**config.mk**
```make
export PLATFORM = sky130hd
export DESIGN_NAME = gpi_ctrl
export DESIGN_NICKNAME = d
export VERILOG_FILES = /design/src/rtl/gpi_pkg.sv /design/src/rtl/gpi_cmd_dec.sv /design/src/rtl/gpi_bus_port.sv /design/src/rtl/gpi_irq.sv /design/src/rtl/gpi_ctrl.sv
export SDC_FILE = /design/constraint.sdc
export NUM_CORES = 1
export LEC_CHECK = 0
export BUFFER_PORTS_ARGS = -buffer_cell sky130_fd_sc_hd__buf_2
export CORE_MARGIN = 4
export CORE_UTILIZATION = 56
export CTS_CLUSTER_DIAMETER = 80
export DETAILED_ROUTE_END_ITERATION = 8
export HOLD_SLACK_MARGIN = 0.08
export PLACE_DENSITY = 0.95
export SETUP_SLACK_MARGIN = 0.15
export SYNTH_ARGS = -nofsm -noshare
export SYNTH_HDL_FRONTEND = slang
export SYNTH_HIERARCHICAL = 1
export SYNTH_SLANG_ARGS = --single-unit
```
**constraint.sdc**
```tcl
create_clock -name clk -period 6.42 [get_ports clk]
set_input_delay 0.642 -clock clk [delete_from_list [all_inputs] [get_ports clk]]
set_output_delay 0.642 -clock clk [all_outputs]
set_load 0.05 [all_outputs]
```
**src/rtl/gpi_pkg.sv**
```systemverilog
package gpi_pkg;
  typedef enum logic [3:0] {
    OP_NONE, OP_RD_GADDR, OP_RD_GDATA, OP_RD_PADDR, OP_RD_PDATA,
    OP_WR_GADDR, OP_WR_GDATA, OP_WR_PADDR, OP_WR_PDATA,
    OP_RESET, OP_STOP, OP_RESET_P, OP_IRQ_EN, OP_IRQ_DIS, OP_IRQ_DISARM
  } op_e;

  typedef enum logic [1:0] {
    CC_LOAD = 2'b00, CC_ACK = 2'b01, CC_READ = 2'b10, CC_PULSE = 2'b11
  } cc_e;

  typedef enum logic [2:0] {
    S_IDLE, S_GADDR, S_PADDR, S_GWR, S_PWR, S_GRD, S_GBUS, S_PBUS
  } st_e;

  localparam int ST_GBTO = 2;
  localparam int ST_BUSY = 3;
  localparam int ST_PREQ = 4;
  localparam int ST_AUX  = 5;
  localparam int ST_PBTO = 6;
  localparam int ST_IDR  = 7;
endpackage

```
**src/rtl/gpi_cmd_dec.sv**
```systemverilog
module gpi_cmd_dec
  import gpi_pkg::*;
(
  input  logic [7:0] code,
  output op_e        op
);
  always_comb begin
    unique case (code)
      8'h20:   op = OP_RD_GADDR;
      8'h21:   op = OP_RD_GDATA;
      8'h22:   op = OP_RD_PADDR;
      8'h23:   op = OP_RD_PDATA;
      8'h24:   op = OP_WR_GADDR;
      8'h25:   op = OP_WR_GDATA;
      8'h26:   op = OP_WR_PADDR;
      8'h27:   op = OP_WR_PDATA;
      8'h28:   op = OP_RESET;
      8'h29:   op = OP_STOP;
      8'h2A:   op = OP_RESET_P;
      8'h40:   op = OP_IRQ_EN;
      8'h80:   op = OP_IRQ_DIS;
      8'hC0:   op = OP_IRQ_DISARM;
      default: op = OP_NONE;
    endcase
  end
endmodule

```
**src/rtl/gpi_bus_port.sv**
```systemverilog
module gpi_bus_port #(
  parameter int TMO = 16
) (
  input  logic clk,
  input  logic rst_n,
  input  logic start,
  input  logic ack,
  output logic req,
  output logic done,
  output logic tmo
);
  localparam int CW = $clog2(TMO + 1);
  logic [CW-1:0] cnt;

  assign done = req && ack;
  assign tmo  = req && !ack && (cnt == CW'(TMO - 1));

  always_ff @(posedge clk or negedge rst_n) begin
    if (!rst_n) begin
      req <= 1'b0;
      cnt <= '0;
    end else if (start) begin
      req <= 1'b1;
      cnt <= '0;
    end else if (req) begin
      if (ack || tmo) req <= 1'b0;
      else            cnt <= cnt + 1'b1;
    end
  end

  // a request is held until the target answers or the window closes
  p_req_held_r3: assert property (@(posedge clk) disable iff (!rst_n)
    req && !ack && !tmo |=> req);
  // an acknowledged request is withdrawn on the next cycle
  p_drop_after_ack_r3: assert property (@(posedge clk) disable iff (!rst_n)
    done && !start |=> !req);
endmodule

```
**src/rtl/gpi_irq.sv**
```systemverilog
module gpi_irq (
  input  logic clk,
  input  logic rst_n,
  input  logic clr,
  input  logic en_c,
  input  logic dis_c,
  input  logic disarm_c,
  input  logic src,
  output logic irq
);
  logic en, armed;

  always_ff @(posedge clk or negedge rst_n) begin
    if (!rst_n) begin
      en    <= 1'b0;
      armed <= 1'b0;
    end else if (clr) begin
      en    <= 1'b0;
      armed <= 1'b0;
    end else begin
      if (en_c)     begin en <= 1'b1; armed <= 1'b1; end
      if (dis_c)    en    <= 1'b0;
      if (disarm_c) armed <= 1'b0;
    end
  end

  assign irq = en && armed && src;

  p_irq_off_dis_r10: assert property (@(posedge clk) disable iff (!rst_n)
    dis_c && !en_c |=> !irq);
  p_irq_off_disarm_r10: assert property (@(posedge clk) disable iff (!rst_n)
    disarm_c && !en_c |=> !irq);
  p_irq_off_clr_r11: assert property (@(posedge clk) disable iff (!rst_n)
    clr |=> !irq);
endmodule

```
**src/rtl/gpi_ctrl.sv**
```systemverilog
module gpi_ctrl
  import gpi_pkg::*;
#(
  parameter int DW  = 16,
  parameter int GAW = 16,
  parameter int PAW = 6,
  parameter int TMO = 16
) (
  input  logic           clk,
  input  logic           rst_n,
  input  logic           cmd_valid,
  output logic           cmd_ready,
  input  logic [7:0]     cmd_byte,
  input  logic           wr_valid,
  output logic           wr_ready,
  input  logic [DW-1:0]  wr_data,
  output logic           rd_valid,
  input  logic           rd_ready,
  output logic [DW-1:0]  rd_data,
  input  logic           aux_in,
  output logic [7:0]     status,
  output logic           irq,
  output logic           g_req,
  output logic           g_we,
  output logic [GAW-1:0] g_addr,
  output logic [DW-1:0]  g_wdata,
  input  logic           g_ack,
  input  logic [DW-1:0]  g_rdata,
  output logic           p_req,
  output logic           p_we,
  output logic [1:0]     p_op,
  output logic [PAW-1:0] p_addr,
  output logic [DW-1:0]  p_wdata,
  input  logic           p_ack,
  input  logic           p_rdv,
  input  logic [DW-1:0]  p_rdata,
  input  logic           p_srq
);
  localparam int PBW = PAW + 2;

  st_e            st, st_n;
  logic [GAW-1:0] gaddr, gaddr_n;
  logic [PBW-1:0] pab, pab_n;
  logic [DW-1:0]  wbuf, wbuf_n, rbuf, rbuf_n;
  logic           idr, idr_n, gbto, gbto_n, pbto, pbto_n, preq, preq_n;
  logic           gwe, gwe_n, pwe, pwe_n;
  cc_e            pop, pop_n;
  logic           g_start, p_start, g_done, p_done, g_tmo, p_tmo;
  logic           soft_rst, en_c, dis_c, disarm_c;
  logic           busy, cmd_fire, wr_fire, rd_fire;
  op_e            op;

  gpi_cmd_dec u_dec (.code(cmd_byte), .op(op));

  gpi_bus_port #(.TMO(TMO)) u_gport (
    .clk(clk), .rst_n(rst_n), .start(g_start), .ack(g_ack),
    .req(g_req), .done(g_done), .tmo(g_tmo));

  gpi_bus_port #(.TMO(TMO)) u_pport (
    .clk(clk), .rst_n(rst_n), .start(p_start), .ack(p_ack),
    .req(p_req), .done(p_done), .tmo(p_tmo));

  gpi_irq u_irq (
    .clk(clk), .rst_n(rst_n), .clr(soft_rst), .en_c(en_c), .dis_c(dis_c),
    .disarm_c(disarm_c), .src(preq || gbto), .irq(irq));

  assign busy      = (st == S_GBUS) || (st == S_PBUS);
  assign cmd_ready = !busy;
  assign cmd_fire  = cmd_valid && cmd_ready;
  assign wr_ready  = (st == S_GADDR || st == S_PADDR || st == S_GWR || st == S_PWR)
                     && !cmd_valid;
  assign wr_fire   = wr_valid && wr_ready;
  assign rd_valid  = idr;
  assign rd_data   = rbuf;
  assign rd_fire   = idr && rd_ready;
  assign status    = {idr, pbto, aux_in, preq, busy, gbto, 2'b00};

  assign g_we    = gwe;
  assign g_addr  = gaddr;
  assign g_wdata = wbuf;
  assign p_we    = pwe;
  assign p_op    = pop;
  assign p_addr  = pab[PAW-1:0];
  assign p_wdata = wbuf;

  always_comb begin
    st_n = st;  gaddr_n = gaddr;  pab_n = pab;  wbuf_n = wbuf;  rbuf_n = rbuf;
    idr_n = idr && !rd_fire;  gbto_n = gbto;  pbto_n = pbto;  preq_n = preq;
    gwe_n = gwe;  pwe_n = pwe;  pop_n = pop;
    g_start = 1'b0;  p_start = 1'b0;
    soft_rst = 1'b0;  en_c = 1'b0;  dis_c = 1'b0;  disarm_c = 1'b0;

    if (g_tmo) begin gbto_n = 1'b1; st_n = S_IDLE; end
    if (g_done) begin
      gaddr_n = gaddr + 1'b1;
      if (gwe) st_n = S_GWR;
      else begin rbuf_n = g_rdata; idr_n = 1'b1; st_n = S_GRD; end
    end
    if (p_tmo) begin pbto_n = 1'b1; st_n = S_IDLE; end
    if (p_done) begin
      st_n = S_IDLE;
      if (pop == CC_ACK) begin
        rbuf_n = DW'(p_rdata[PAW-1:0]); idr_n = 1'b1; preq_n = 1'b0;
      end else if (pop == CC_READ && p_rdv) begin
        rbuf_n = p_rdata; idr_n = 1'b1;
      end
    end

    if (cmd_fire) begin
      gbto_n = 1'b0;
      pbto_n = 1'b0;
      unique case (op)
        OP_RD_GADDR:   begin rbuf_n = DW'(gaddr); idr_n = 1'b1; st_n = S_IDLE; end
        OP_RD_PADDR:   begin rbuf_n = DW'(pab);   idr_n = 1'b1; st_n = S_IDLE; end
        OP_RD_GDATA:   begin g_start = 1'b1; gwe_n = 1'b0; st_n = S_GBUS; end
        OP_RD_PDATA:   begin p_start = 1'b1; pwe_n = 1'b0; pop_n = CC_READ; st_n = S_PBUS; end
        OP_WR_GADDR:   st_n = S_GADDR;
        OP_WR_GDATA:   st_n = S_GWR;
        OP_WR_PADDR:   st_n = S_PADDR;
        OP_WR_PDATA:   st_n = S_PWR;
        OP_RESET:      soft_rst = 1'b1;
        OP_STOP:       begin idr_n = 1'b0; st_n = S_IDLE; end
        OP_RESET_P:    begin pab_n = '0; preq_n = 1'b0; st_n = S_IDLE; end
        OP_IRQ_EN:     en_c = 1'b1;
        OP_IRQ_DIS:    dis_c = 1'b1;
        OP_IRQ_DISARM: disarm_c = 1'b1;
        default:       ;
      endcase
    end else if (wr_fire) begin
      unique case (st)
        S_GADDR: begin gaddr_n = wr_data[GAW-1:0]; st_n = S_IDLE; end
        S_PADDR: begin
          pab_n = wr_data[PBW-1:0];
          pwe_n = 1'b0;
          pop_n = cc_e'(wr_data[PBW-1:PBW-2]);
          st_n  = S_IDLE;
          if (pop_n == CC_READ || pop_n == CC_PULSE || (pop_n == CC_ACK && preq)) begin
            p_start = 1'b1;
            st_n    = S_PBUS;
          end
        end
        S_GWR: begin wbuf_n = wr_data; gwe_n = 1'b1; g_start = 1'b1; st_n = S_GBUS; end
        S_PWR: begin
          wbuf_n = wr_data; pwe_n = 1'b1; pop_n = CC_LOAD; p_start = 1'b1; st_n = S_PBUS;
        end
        default: ;
      endcase
    end else if (st == S_GRD && rd_fire) begin
      g_start = 1'b1; gwe_n = 1'b0; st_n = S_GBUS;
    end

    if (p_srq) preq_n = 1'b1;
  end

  always_ff @(posedge clk or negedge rst_n) begin
    if (!rst_n) begin
      st <= S_IDLE; gaddr <= '0; pab <= '0; wbuf <= '0; rbuf <= '0;
      idr <= 1'b0; gbto <= 1'b0; pbto <= 1'b0; preq <= 1'b0;
      gwe <= 1'b0; pwe <= 1'b0; pop <= CC_LOAD;
    end else if (soft_rst) begin
      st <= S_IDLE; gaddr <= '0; pab <= '0; wbuf <= '0; rbuf <= '0;
      idr <= 1'b0; gbto <= 1'b0; pbto <= 1'b0; preq <= 1'b0;
      gwe <= 1'b0; pwe <= 1'b0; pop <= CC_LOAD;
    end else begin
      st <= st_n; gaddr <= gaddr_n; pab <= pab_n; wbuf <= wbuf_n; rbuf <= rbuf_n;
      idr <= idr_n; gbto <= gbto_n; pbto <= pbto_n; preq <= preq_n;
      gwe <= gwe_n; pwe <= pwe_n; pop <= pop_n;
    end
  end

  // a bus request in flight is always reported as busy
  p_busy_with_req_r3: assert property (@(posedge clk) disable iff (!rst_n)
    (g_req || p_req) |-> status[ST_BUSY]);
  // the graphics address does not move under an open request
  p_gaddr_stable_r3: assert property (@(posedge clk) disable iff (!rst_n)
    g_req && !g_ack |=> !g_req || $stable(g_addr));
  // stop-read leaves nothing on the read channel
  p_stop_clears_r4: assert property (@(posedge clk) disable iff (!rst_n)
    cmd_fire && cmd_byte == 8'h29 |=> !rd_valid);
  // an acknowledge cycle retires the request flag
  p_ack_clears_r8: assert property (@(posedge clk) disable iff (!rst_n)
    p_done && p_op == 2'b01 && !p_srq |=> !status[ST_PREQ]);
  // any accepted command wipes both timeout flags
  p_tmo_clear_r9: assert property (@(posedge clk) disable iff (!rst_n)
    cmd_fire |=> !status[ST_GBTO] && !status[ST_PBTO]);
  // unaccepted read data is held
  p_rd_hold_r12: assert property (@(posedge clk) disable iff (!rst_n)
    rd_valid && !rd_ready && !cmd_fire && !status[ST_BUSY] |=> rd_valid && $stable(rd_data));
endmodule

```
# Word level (Yosys, flattened, before mapping)
# Index checks and enable logic that the tools add are counted.
dict set report totals {
  reg_bits 81
  in_bits 66
  output_inout_bits 88
  wordCells 227
}
dict set report op_classes {
  n_addsub 3
  eq_ne 49
  muxes 106
  n_reduce_logical 51
}
# operator n
set ops {}
lappend ops {{$mux 16} 16}
lappend ops {{$eq 8x6->1 const B} 11}
lappend ops {{$mux 1} 57}
lappend ops {{$pmux 4 s14} 1}
lappend ops {{$mux 8} 5}
lappend ops {{$pmux 16 s2} 1}
lappend ops {{$mux 3} 10}
lappend ops {{$mux 5} 6}
lappend ops {{$eq 4x4->1 const B} 7}
lappend ops {{$pmux 3 s7} 1}
lappend ops {{$reduce_bool 3->1} 6}
lappend ops {{$add 16x1->16 const B} 1}
lappend ops {{$eq 4x3->1 const B} 4}
lappend ops {{$eq 8x8->1 const B} 2}
lappend ops {{$logic_and 1x1->1} 16}
lappend ops {{$eq 3x3->1 const B} 4}
lappend ops {{$pmux 3 s4} 1}
lappend ops {{$reduce_and 3->1} 4}
lappend ops {{$add 5x1->5 const B} 2}
lappend ops {{$eq 5x4->1 const B} 2}
lappend ops {{$logic_or 1x1->1} 9}
lappend ops {{$ne 3x2->1 const B} 3}
lappend ops {{$eq 4x2->1 const B} 2}
lappend ops {{$eq 8x7->1 const B} 1}
lappend ops {{16 further kinds} 37}

# Depth between registers and ports, before layout
dict set report logic_depth {
  ltp_word 11
  depth_mapped 9
  mapped_depth_nobuf 8
}

# By module
# Netlist, hierarchy kept.
# module n_inst cells_each area_each_um2 seq_area_each_um2
set modules_own_cells {}
lappend modules_own_cells {gpi_ctrl 1 457 4164.0 1676.6}
lappend modules_own_cells {gpi_bus_port 2 27 317.8 150.1}
lappend modules_own_cells {gpi_cmd_dec 1 26 172.7 0.0}
lappend modules_own_cells {gpi_irq 1 7 73.8 50.0}

# Least setup slack after synthesis
# OpenSTA, ideal clock, no wires.
dict set report synth_path {
  path_kind {input port to flip-flop}
  startpoint {in cmd_byte[0]}
  endpoint {reg u_pport.cnt[3]}
  setup_ns 0.128
  t_arrival_ns 2.813
  t_required_ns 6.292
  path_slack_ns 3.480
  cell_stages 8
  n_path_buf 1
  path_cell_list {nor2_1 -> or4b_1 -> a311oi_1 -> buf_2 -> nand2_1 -> o41ai_1 -> nor2b_1 -> mux2_1}
}
dict set report synth_via {
  elab_chain_len 7
  elab_cells_between_ends 22
  cone_classes {16 x eq/ne; 4 x mux; 2 x reduce/logical}
}
# item line_no
set synth_rtl {}
lappend synth_rtl {{start, declared} gpi_ctrl.sv:13} ;# input logic [7:0] cmd_byte,
lappend synth_rtl {{$eq 8x8->1 (tied with other cells)} gpi_cmd_dec.sv:8} ;# unique case (code)
lappend synth_rtl {{$pmux 4 s14 *} gpi_cmd_dec.sv:8}
lappend synth_rtl {{via op[2]} gpi_ctrl.sv:51} ;# op_e op;
lappend synth_rtl {{$eq 4x3->1 *} gpi_ctrl.sv:112} ;# unique case (op)
lappend synth_rtl {{$mux 1 *} gpi_ctrl.sv:112}
lappend synth_rtl {{$mux 1 *} gpi_ctrl.sv:109} ;# if (cmd_fire) begin
lappend synth_rtl {{via p_start} gpi_ctrl.sv:48} ;# logic g_start, p_start, g_done, p_done, g_tmo, p_tmo;
lappend synth_rtl {{$ne 2x2->1 (no line) / $reduce_bool 2->1 (equally long branches)} n/a}
lappend synth_rtl {{$reduce_and 2->1 (no line)} n/a}
lappend synth_rtl {{end signal, assigned} gpi_bus_port.sv:27} ;# else cnt <= cnt + 1'b1;
lappend synth_rtl {{end, declared} gpi_bus_port.sv:13} ;# logic [CW-1:0] cnt;
# The timed path passes the listed nets; every way through them passes the cells marked *.
# A chain may end at the register's enable or synchronous reset.

# Final worst setup path
dict set report layout_path {
  startpoint {in cmd_byte[1]}
  endpoint {reg u_gport.cnt[3]}
}
dict set report layout_via {
  elab_chain_len 7
  elab_cells_between_ends 22
  cone_classes {16 x eq/ne; 4 x mux; 2 x reduce/logical}
}
# item line_no
set layout_rtl {}
lappend layout_rtl {{$eq 8x8->1 (tied with other cells)} gpi_cmd_dec.sv:8}
lappend layout_rtl {{$pmux 4 s14 *} gpi_cmd_dec.sv:8}
lappend layout_rtl {{via op[1]} gpi_ctrl.sv:51}
lappend layout_rtl {{$eq 4x2->1 *} gpi_ctrl.sv:112}
lappend layout_rtl {{$mux 1 *} gpi_ctrl.sv:112}
lappend layout_rtl {{$mux 1 *} gpi_ctrl.sv:109}
lappend layout_rtl {{via g_start} gpi_ctrl.sv:48}
lappend layout_rtl {{$ne 2x2->1 (no line) / $reduce_bool 2->1 (equally long branches)} n/a}
lappend layout_rtl {{$reduce_and 2->1 (no line)} n/a}
lappend layout_rtl {{end signal, assigned} gpi_bus_port.sv:27}
lappend layout_rtl {{end, declared} gpi_bus_port.sv:13}
# Marks and branches as above.

==> impl_metrics.toml <==
[status]
status = "finished clean"

[clocking]
cts_setup_buffers = 0
cts-root-buf = "clkbuf_8"
clk_latency_ns = 0.36
htreeDepth = 3
clock-sinks = 81
clock_path_buffers = 2
cts_tree = "yes"
cts_buffers = 9
path_clk_slew_ns = 0.09
cts_hold_buffers = 0
post_cts_resized = 0

[timing]
rsz0062_at_grt = "false"
setup-violations-final = 0
timing.fmax_mhz = 284
clock-skew-final_ns = 0.0119
min_period_ns = 3.52
tns_ns = 0
slew_viol_final = 0
tightest_slew_ns = 1.14
finalHoldViolations = 0
fin_hold_ws_ns = 0.453
finalCritPeriodShare = 0.548
slew_headroom = 0.230
setup_ws_ns = 2.90

[layout]
synthToLayoutAreaGrowth_pct = 14.9
fin_area_mm2 = 0.00580
layout.nets = 720
final-instance-count-excl-fill = 762
num_antenna_cells = 0
drive_gt1_frac = 0.301
fin_util = 0.661

[floorplanning]
rows = 34
die-area_mm2 = 0.0106
core_area_mm2 = 0.00876
die_y_um = 103
chipWidth_um = 103
initial_utilization = 0.576
io_pins = 154

[run]
cap_violations = 0

[drt]
wl_per_cell_um = 18.1
drt_wl_total_um = 13800
ant_nets = 0
via_per_inst = 6.10
route.detailed.drc = 0
vias = 4646
dr.pass1.iters = 6
drt_iter0_markers = 530

[placed_design]
post_dp_cell_area_mm2 = 0.00561
hpwl_um = 10300
dp_cells = 746
io_buffers = 149
place.gp.congestion = 0.950
pre_cts_ws_ns = 2.62

[synth]
yosysWarnings = 6
synth_async_sr_flop_share = 1.00
synth_edf_count = 0
synth.cell_area_mm2 = 0.00505
syn_inst = 544
synth_cell_types = 68
ys_seq_elements = 81
ys.flop_type = "dfrtp_1"
ys_seq_area_frac = 0.402
avgSynthCellArea_um2 = 9.28

[grt]
grt_first_pass_wirelength_um = 21400
grt_use_met2 = 0.404
antenna_found_initial = 0
top_usage_layer = "met2"
grt_max_degree = 82
use_met3 = 0.0426
grt.overflow.total = 0
grt_use_met1 = 0.356
grt_use_total = 0.256
grt_pass1_vias = 4307

[worst_setup_path]
crit_type = "in -> reg"
crit_path_end_kind = "flop"
cp.required_ns = 6.66
startpoint_type = "input pin"
crit_fanout = 29
arrival_ns = 3.76

[pwr]
power_density_mw_per_mm2 = 543
leakage_nw = 2.71
ir_drop_uv = 399
total_power_mw = 3.15

[hold_path]
holdCritPathClass = "in -> async"
==> path summary, 6_finish.rpt <==
check / startpoint / to / slack, ns / cells past startpoint
worst max-delay path: cmd_byte[1] / u_gport/cnt[3] / 2.90 / 8
worst min-delay path: rst_n / rd_data[14] / 0.45 / 1
worst max register to register: st[2] / u_pport/cnt[3] / 3.32 / 5
worst min register to register: pbto / pbto / 0.50 / 2
max in group asynchronous: rst_n / g_wdata[1] / 5.34 / 1
min in group clk: pbto / pbto / 0.50 / 2
==> cells in the final DEF, fill, tap and decap left out, types with 2 or more instances in the layout <==
cell and n:
o21bai_1 3, buf_4 4, nand3_1 11, mux2_2 9
nor2_1 60, xor2_1 5, buf_2 148, clkinvlp_4 4
nor2b_1 18, o21ai_0 25, xnor2_1 14, and3_1 4
a21boi_0 2, nor3_1 12, and4bb_2 2, dfrtp_1 81
ha_1 5, a21oi_1 14, nand2b_1 7, inv_1 11
clkbuf_8 10, o211ai_1 5, nor4_1 6, or2_2 4
and4b_1 2, a2bb2oi_1 2, a211oi_1 35, nor3b_1 4
and3b_1 2, o21a_1 2, nor3b_4 2, and3b_2 2
nand3b_1 5, nand4_1 6, a22o_1 12, nand2_1 43
mux2i_1 36, conb_1 2, mux2_1 2, and2_2 2
==> worst max-delay path: stages <==
cell and delay (ns):
buf_2 0.14, nor4_1 0.47, nand2_1 0.18, o21ai_2 0.88, nand2b_1 0.27, o32ai_1 0.76, nor2b_1 0.10, mux2_1 0.32
==> sequential cells by signal, summed over array words and instances, names as in the netlist <==
signal / flops
u_gport/cnt: 5
u_gport/req: 1
st: 3
g_wdata: 16
pbto: 1
g_addr: 16
u_pport/req: 1
rd_data: 16
u_irq/en: 1
rd_valid: 1
gbto: 1
p_op: 2
pab: 8
g_we: 1
u_pport/cnt: 5
preq: 1
u_irq/armed: 1
p_we: 1
==> per-layer routing <==
layer,share of wire,vias to the layer above
met1,0.41,2220
met3,0.090,34
met2,0.48,268
met5,0,-
met4,0.020,0
li1,-,2124
==> report_power, final <==
group	switching [mW]	internal (mW)	total, mW	leakage, nW
Clock	0.201	0.155	0.356	0.0831
Sequential	0.255	0.726	0.982	0.998
Combinational	1.31	0.499	1.81	1.63
Total	1.77	1.38	3.15	2.71
==> cells by family (layout without fill, tap and decap cells) <==
logic type      after synthesis  count (layout)  synth area share
flops                        81              81             0.402
buf+inv                      70             179            0.0786
mux                          47              47            0.0960
other cells                   1               2          0.000743
fa+ha+maj                     5               5            0.0124
xor+xnor                     19              19            0.0330
compound gates              118             118             0.163
simple gates                203             203             0.214
==> area by class of cell <==
cell class | instances | area, um2
timing repair buffer | 152 | 771
fill | 689 | 2970
inverter | 11 | 41.3
multi-input combinational | 394 | 2640
clock inverter | 6 | 50.0
tap | 108 | 135
clock buffer | 10 | 138
sequential | 81 | 2030
==> cell usage after synthesis, drive strengths merged, types with 2 or more instances <==
| cell | number | area [um2] |
|---|---|---|
| nor3 | 13 | 65.1 |
| a211oi | 35 | 263 |
| nor3b | 6 | 67.6 |
| nor2b | 18 | 113 |
| or3b | 2 | 17.5 |
| and4b | 2 | 20.0 |
| and3 | 4 | 25.0 |
| and4bb | 2 | 25.0 |
| nor2 | 61 | 231 |
| and2 | 3 | 21.3 |
| a22o | 12 | 105 |
| nor4b | 2 | 23.8 |
| nand2b | 7 | 43.8 |
| nand3 | 11 | 55.1 |
| buf | 43 | 295 |
| or2 | 4 | 25.0 |
| o211ai | 5 | 37.5 |
| xor2 | 5 | 43.8 |
| mux2 | 11 | 124 |
| a2bb2oi | 2 | 17.5 |
| inv | 11 | 41.3 |
| mux2i | 36 | 360 |
| nand2 | 43 | 161 |
| o21a | 2 | 15.0 |
| and3b | 4 | 37.5 |
| nand3b | 5 | 37.5 |
| a21oi | 15 | 86.3 |
| o21bai | 3 | 22.5 |
| a21boi | 3 | 22.5 |
| xnor2 | 14 | 123 |
| nand4 | 7 | 50.1 |
| clkbuf | 16 | 60.1 |
| ha | 5 | 62.6 |
| dfrtp | 81 | 2030 |
| nor4 | 6 | 37.5 |
| o21ai | 26 | 130 |
Note: power is estimated with default switching activity, not from simulation.
